`src/rtl/apb_split_pkg.sv`:
```
package apb_split_pkg;

    typedef enum logic [1:0] {
        PH_IDLE   = 2'd0,
        PH_ACCESS = 2'd1,
        PH_WAIT   = 2'd2
    } apb_phase_e;

    typedef struct packed {
        logic ready;
        logic err;
    } split_resp_t;

endpackage

```
`src/rtl/apb_split_decode.sv`:
```
module apb_split_decode #(
    parameter int ADDR_W     = 16,
    parameter int R0_BASE    = 'h0000,
    parameter int R0_LOG2    = 12,
    parameter int R1_BASE    = 'h1000,
    parameter int R1_LOG2    = 10,
    parameter int ARR_BASE   = 'h2000,
    parameter int ARR_N      = 4,
    parameter int ARR_STRIDE = 'h100,
    parameter int ARR_LOG2   = 8,
    localparam int NCH       = 2 + ARR_N
) (
    input  logic [ADDR_W-1:0]           addr,
    output logic [NCH-1:0]              hit,
    output logic [NCH-1:0][ADDR_W-1:0]  laddr
);

    for (genvar i = 0; i < NCH; i++) begin : g_ch
        localparam int LG = (i == 0) ? R0_LOG2 : (i == 1) ? R1_LOG2 : ARR_LOG2;
        localparam logic [ADDR_W-1:0] BASE =
            (i == 0) ? ADDR_W'(R0_BASE) :
            (i == 1) ? ADDR_W'(R1_BASE) :
                       ADDR_W'(ARR_BASE + (i - 2) * ARR_STRIDE);
        localparam logic [ADDR_W-1:0] MASK = ADDR_W'((64'd1 << LG) - 64'd1);

        assign hit[i]   = ((addr ^ BASE) & ~MASK) == '0;
        assign laddr[i] = (addr - BASE) & MASK;
    end

endmodule

```
`src/rtl/apb_split_phase.sv`:
```
module apb_split_phase
    import apb_split_pkg::*;
(
    input  logic clk,
    input  logic rst_n,
    input  logic psel,
    input  logic penable,
    input  logic pready,
    output logic in_access,
    output logic in_wait
);

    apb_phase_e state_q, state_d;

    always_ff @(posedge clk or negedge rst_n) begin
        if (!rst_n) state_q <= PH_IDLE;
        else        state_q <= state_d;
    end

    always_comb begin
        state_d = state_q;
        unique case (state_q)
            PH_IDLE:   if (psel && !penable) state_d = PH_ACCESS;
            PH_ACCESS: state_d = pready ? PH_IDLE : PH_WAIT;
            PH_WAIT:   if (pready) state_d = PH_IDLE;
            default:   state_d = PH_IDLE;
        endcase
    end

    always_comb begin
        in_access = (state_q == PH_ACCESS) || (state_q == PH_WAIT);
        in_wait   = (state_q == PH_WAIT);
    end

endmodule

```
`src/rtl/apb_split_resp.sv`:
```
module apb_split_resp
    import apb_split_pkg::*;
#(
    parameter int DATA_W = 32,
    parameter int NCH    = 6
) (
    input  logic [NCH-1:0]             sel,
    input  logic                       miss,
    input  logic [NCH-1:0]             c_ready,
    input  logic [NCH-1:0]             c_err,
    input  logic [NCH-1:0][DATA_W-1:0] c_rdata,
    output logic                       ready,
    output logic                       err,
    output logic [DATA_W-1:0]          rdata
);

    split_resp_t resp;

    always_comb begin
        resp  = '0;
        rdata = '0;
        if (miss) begin
            resp.ready = 1'b1;
            resp.err   = 1'b1;
        end else begin
            for (int i = 0; i < NCH; i++) begin
                if (sel[i]) begin
                    resp.ready = c_ready[i];
                    resp.err   = c_err[i];
                    rdata      = c_rdata[i];
                end
            end
        end
        ready = resp.ready;
        err   = resp.err;
    end

endmodule

```
`src/rtl/apb_split.sv`:
```
module apb_split #(
    parameter int ADDR_W     = 16,
    parameter int DATA_W     = 32,
    parameter int R0_BASE    = 'h0000,
    parameter int R0_LOG2    = 12,
    parameter int R1_BASE    = 'h1000,
    parameter int R1_LOG2    = 10,
    parameter int ARR_BASE   = 'h2000,
    parameter int ARR_N      = 4,
    parameter int ARR_STRIDE = 'h100,
    parameter int ARR_LOG2   = 8,
    localparam int NCH       = 2 + ARR_N,
    localparam int STRB_W    = DATA_W / 8
) (
    input  logic                       clk,
    input  logic                       rst_n,
    input  logic                       s_psel,
    input  logic                       s_penable,
    input  logic                       s_pwrite,
    input  logic [ADDR_W-1:0]          s_paddr,
    input  logic [2:0]                 s_pprot,
    input  logic [DATA_W-1:0]          s_pwdata,
    input  logic [STRB_W-1:0]          s_pstrb,
    output logic                       s_pready,
    output logic [DATA_W-1:0]          s_prdata,
    output logic                       s_pslverr,
    output logic [NCH-1:0]             m_psel,
    output logic                       m_penable,
    output logic [NCH-1:0]             m_pwrite,
    output logic [NCH-1:0][ADDR_W-1:0] m_paddr,
    output logic [2:0]                 m_pprot,
    output logic [DATA_W-1:0]          m_pwdata,
    output logic [STRB_W-1:0]          m_pstrb,
    input  logic [NCH-1:0]             m_pready,
    input  logic [NCH-1:0][DATA_W-1:0] m_prdata,
    input  logic [NCH-1:0]             m_pslverr
);

    logic [NCH-1:0] hit;
    logic [NCH-1:0] wr_sel;
    logic [NCH-1:0] rd_sel;
    logic           miss;
    logic           in_access;
    logic           in_wait;

    apb_split_decode #(
        .ADDR_W(ADDR_W), .R0_BASE(R0_BASE), .R0_LOG2(R0_LOG2),
        .R1_BASE(R1_BASE), .R1_LOG2(R1_LOG2), .ARR_BASE(ARR_BASE),
        .ARR_N(ARR_N), .ARR_STRIDE(ARR_STRIDE), .ARR_LOG2(ARR_LOG2)
    ) u_decode (
        .addr  (s_paddr),
        .hit   (hit),
        .laddr (m_paddr)
    );

    assign wr_sel    = hit & {NCH{s_psel &  s_pwrite}};
    assign rd_sel    = hit & {NCH{s_psel & ~s_pwrite}};
    assign miss      = s_psel & ~(|hit);
    assign m_psel    = wr_sel | rd_sel;
    assign m_pwrite  = wr_sel;
    assign m_penable = s_penable;
    assign m_pprot   = s_pprot;
    assign m_pwdata  = s_pwdata;
    assign m_pstrb   = s_pstrb;

    apb_split_resp #(.DATA_W(DATA_W), .NCH(NCH)) u_resp (
        .sel     (m_psel),
        .miss    (miss),
        .c_ready (m_pready),
        .c_err   (m_pslverr),
        .c_rdata (m_prdata),
        .ready   (s_pready),
        .err     (s_pslverr),
        .rdata   (s_prdata)
    );

    apb_split_phase u_phase (
        .clk       (clk),
        .rst_n     (rst_n),
        .psel      (s_psel),
        .penable   (s_penable),
        .pready    (s_pready),
        .in_access (in_access),
        .in_wait   (in_wait)
    );

    AST_ONE_CHILD: assert property (@(posedge clk) disable iff (!rst_n)
        $onehot0(m_psel));

    AST_WR_UNDER_SEL: assert property (@(posedge clk) disable iff (!rst_n)
        (m_pwrite & ~m_psel) == '0);

    for (genvar k = 2; k < NCH; k++) begin : g_arr_chk
        AST_ARR_LOCAL: assert property (@(posedge clk) disable iff (!rst_n)
            m_psel[k] |-> (m_paddr[k] < ADDR_W'(64'd1 << ARR_LOG2)));
    end

    AST_ROUTE_READY: assert property (@(posedge clk) disable iff (!rst_n)
        (|m_psel) |-> (s_pready == |(m_pready & m_psel)));

    AST_MISS_ANSWERS: assert property (@(posedge clk) disable iff (!rst_n)
        (in_access && miss) |-> (s_pready && s_pslverr && s_prdata == '0));

    AST_IDLE_QUIET: assert property (@(posedge clk) disable iff (!rst_n)
        !s_psel |-> (m_psel == '0 && !s_pready && !s_pslverr));

    AST_WAIT_HOLDS_SEL: assert property (@(posedge clk) disable iff (!rst_n)
        (in_access && !s_pready) |=> (in_wait && m_psel == $past(m_psel)));

endmodule

```
`config.mk`:
```
export PLATFORM = sky130hd
export DESIGN_NAME = apb_split
export DESIGN_NICKNAME = d
export VERILOG_FILES = /design/src/rtl/apb_split_pkg.sv /design/src/rtl/apb_split_decode.sv /design/src/rtl/apb_split_phase.sv /design/src/rtl/apb_split_resp.sv /design/src/rtl/apb_split.sv
export SDC_FILE = /design/constraint.sdc
export NUM_CORES = 1
export LEC_CHECK = 0
export BUFFER_PORTS_ARGS = -buffer_cell sky130_fd_sc_hd__buf_4
export CORE_AREA = 2 2 175 177
export DETAILED_ROUTE_END_ITERATION = 10
export DIE_AREA = 0 0 177 179
export GPL_ROUTABILITY_DRIVEN = 1
export GPL_TIMING_DRIVEN = 0
export PLACE_DENSITY = 0.34
export SLEW_MARGIN = 10
export SYNTH_ARGS = -nofsm -noshare
export SYNTH_HDL_FRONTEND = slang
export SYNTH_HIERARCHICAL = 1
export SYNTH_SLANG_ARGS = --single-unit
```
`constraint.sdc`:
```
create_clock -name vclk -period 5.3
set_clock_uncertainty 0.05 [all_clocks]
set_input_delay 1.06 -clock vclk [all_inputs]
set_output_delay 1.06 -clock vclk [all_outputs]
set_load 0.01 [all_outputs]
```
==> results_dict.tcl <==
set metrics [dict create \
    status "finished clean" \
    intPower_w 0.0002278 \
    die_h_um 179 \
    antennaDiodeCount 0 \
    path_max_fanout 10 \
    tightest_slew_ns 0.8903 \
    slew_headroom_pct 40.65 \
    use_met2_pct 24.04 \
    final_nets 1071 \
    synth-seq-area-share_pct 0 \
    critPathKind "input port to output pin" \
    synth_warnings 6 \
    grt_util_met3_pct 1.887 \
    finalCriticalPeriod_ns 5.202 \
    powerDensity_mw_per_mm2 54.11 \
    grt_use_met1_pct 16.14 \
    hold_class "input port to output pin" \
    synth.most_common_cell "buf_4" \
    power_w 0.0003600 \
    ir_drop_v 0.00002196 \
    cp_data_required_time_ns 4.19 \
    syn_inst 410 \
    hpwlAfterDp_um 18640 \
    rsz0062_at_grt "false" \
    initial_core_util_pct 11.10 \
    cts_resized 2 \
    clock_buffers 0 \
    yosys-top-cells-area "buf_4 32%, a2111oi_2 14%, a221oi_2 14%" \
    power.switching_w 0.0001322 \
    fp.dieW_um 177 \
    port_buffers 354 \
    hold_viol 0 \
    final_core_util_pct 22.16 \
    crit_arrival_ns 4.09 \
    die-area_mm2 0.03168 \
    viasPerCell 3.756 \
    grt_first_pass_wirelength_um 30350 \
    cp-start-kind "input port" \
    row_count 64 \
    drtAntennaViolNets 0 \
    syn2layout_area_growth_pct 99.70 \
    drv_cap 0 \
    postCtsSetupBuffers 0 \
    grt-busiest-layer "met2" \
    yosys.area.top_type "buf_4" \
    fin_hold_ws_ns 2.246 \
    io_pins 446 \
    crit_slowest_cell "or4_4" \
    grt_max_degree 11 \
    grt_usage_pct 12.86 \
    swShare_pct 36.73 \
    seqCellArea_um2 0 \
    placed_area_mm2 0.006639 \
    synth_common_cells "144 x buf_4, 34 x o22ai_1, 33 x inv_1, 32 x nor2b_1, 31 x a221o_1" \
    routed-via-count 4511 \
    synth_top_area_share_pct 32.44 \
    flops_and_latches 0 \
    drtPass1Iterations 4 \
    grt_pass1_vias 4618 \
    slew_violations 0 \
    gp_congestion 0.7199 \
    crit_top_cell "buf_4" \
    min_period_over_period_pct 98.15 \
    crit_chain "buf_4 > or4_4 > nor4b_2 > and2_1 > buf_4 > clkbuf_1 > a221o_1 > a221oi_2 > a2111oi_2 > buf_4" \
    coreArea_mm2 0.03003 \
    synth_area_mm2 0.003332 \
    critPathMaxStageDelay_ns 0.57 \
    critPathBufInv 4 \
    power_frac_seq_pct 0 \
    wl_per_cell_um 18.73 \
    power_frac_comb_pct 100.0 \
    final_area_mm2 0.006654 \
    routed_wl_um 22490 \
    max_freq_mhz 192.2 \
    syn_avg_cell_area_um2 8.127 \
    p_clk_share_pct 0 \
    grt.overflow.total 0 \
    drt_iter0_drc 112 \
    drc 0 \
    drive_gt1_share_pct 72.80 \
    setup_viol 0 \
    yosysUniqueCellTypes 37 \
    cp_top_family "simple AND/OR/NAND/NOR gates" \
    end_kind "output pin" \
    cts_hold_buf 0 \
    p_leak_nw 3.413 \
    antenna_found_initial 0 \
]
-- cell type report --
class,count,area (um2)
buffer,172,1255
fill,3368,23370
inverter,34,127.6
multi-input combinational,245,2118
tap,396,495.5
timing repair buffer,354,2658
-- cell families (layout without fill, tap and decap cells) --
| logic type | count (synthesis) | in the layout | synth area share, % |
|---|---|---|---|
| buf+inv | 206 | 560 | 41.34 |
| simple gates | 64 | 64 | 12.54 |
| compound gates | 139 | 139 | 46.00 |
| other cells | 1 | 42 | 0.1125 |
-- cells in the final DEF (no fill, tap or decap), types with 7 or more instances in the layout --
cell type	n
o22ai_1	34
a2111oi_2	30
nor2b_1	32
buf_2	9
a221oi_2	30
conb_1	42
clkbuf_1	8
buf_6	7
inv_1	33
buf_4	498
a221o_1	31
-- final timing paths --
kind / cells after the start / startpoint / endpoint / slack [ns]
worst max-delay path: 10 / s_paddr[15] / s_prdata[21] / 0.1
worst min-delay path: 2 / s_pwdata[28] / m_pwdata[28] / 2.25
-- per-layer routing --
| metal | vias to the layer above | wire [um] |
|---|---|---|
| met3 | 10 | 1597 |
| met4 | 0 | 153 |
| met2 | 245 | 11530 |
| met1 | 2083 | 9214 |
| li1 | 2173 | - |
| met5 | - | 0 |
-- through the flow --
stage	setup TNS, ns	setup WS [ns]	instances
6_report	0	0.09793	1201
5_1_grt	0	0.004227	1201
4_1_cts	-0.01379	-0.01379	1201
3_5_place_dp	-3.177	-0.4055	1201
3_3_place_gp	-2.472	-0.3351	1201
2_1_floorplan	0	0.8614	451
-- power groups by stage --
| stage | combinational [W] | sequential (W) | clock, W |
|---|---|---|---|
| 2_1_floorplan | 0.000148 | 0 | 0 |
| 3_3_place_gp | 0.000360 | 0 | 0 |
| 3_5_place_dp | 0.000361 | 0 | 0 |
| 4_1_cts | 0.000362 | 0 | 0 |
| 5_1_grt | 0.000388 | 0 | 0 |
| 6_report | 0.000360 | 0 | 0 |
Note: power is estimated with default switching activity, not from simulation.
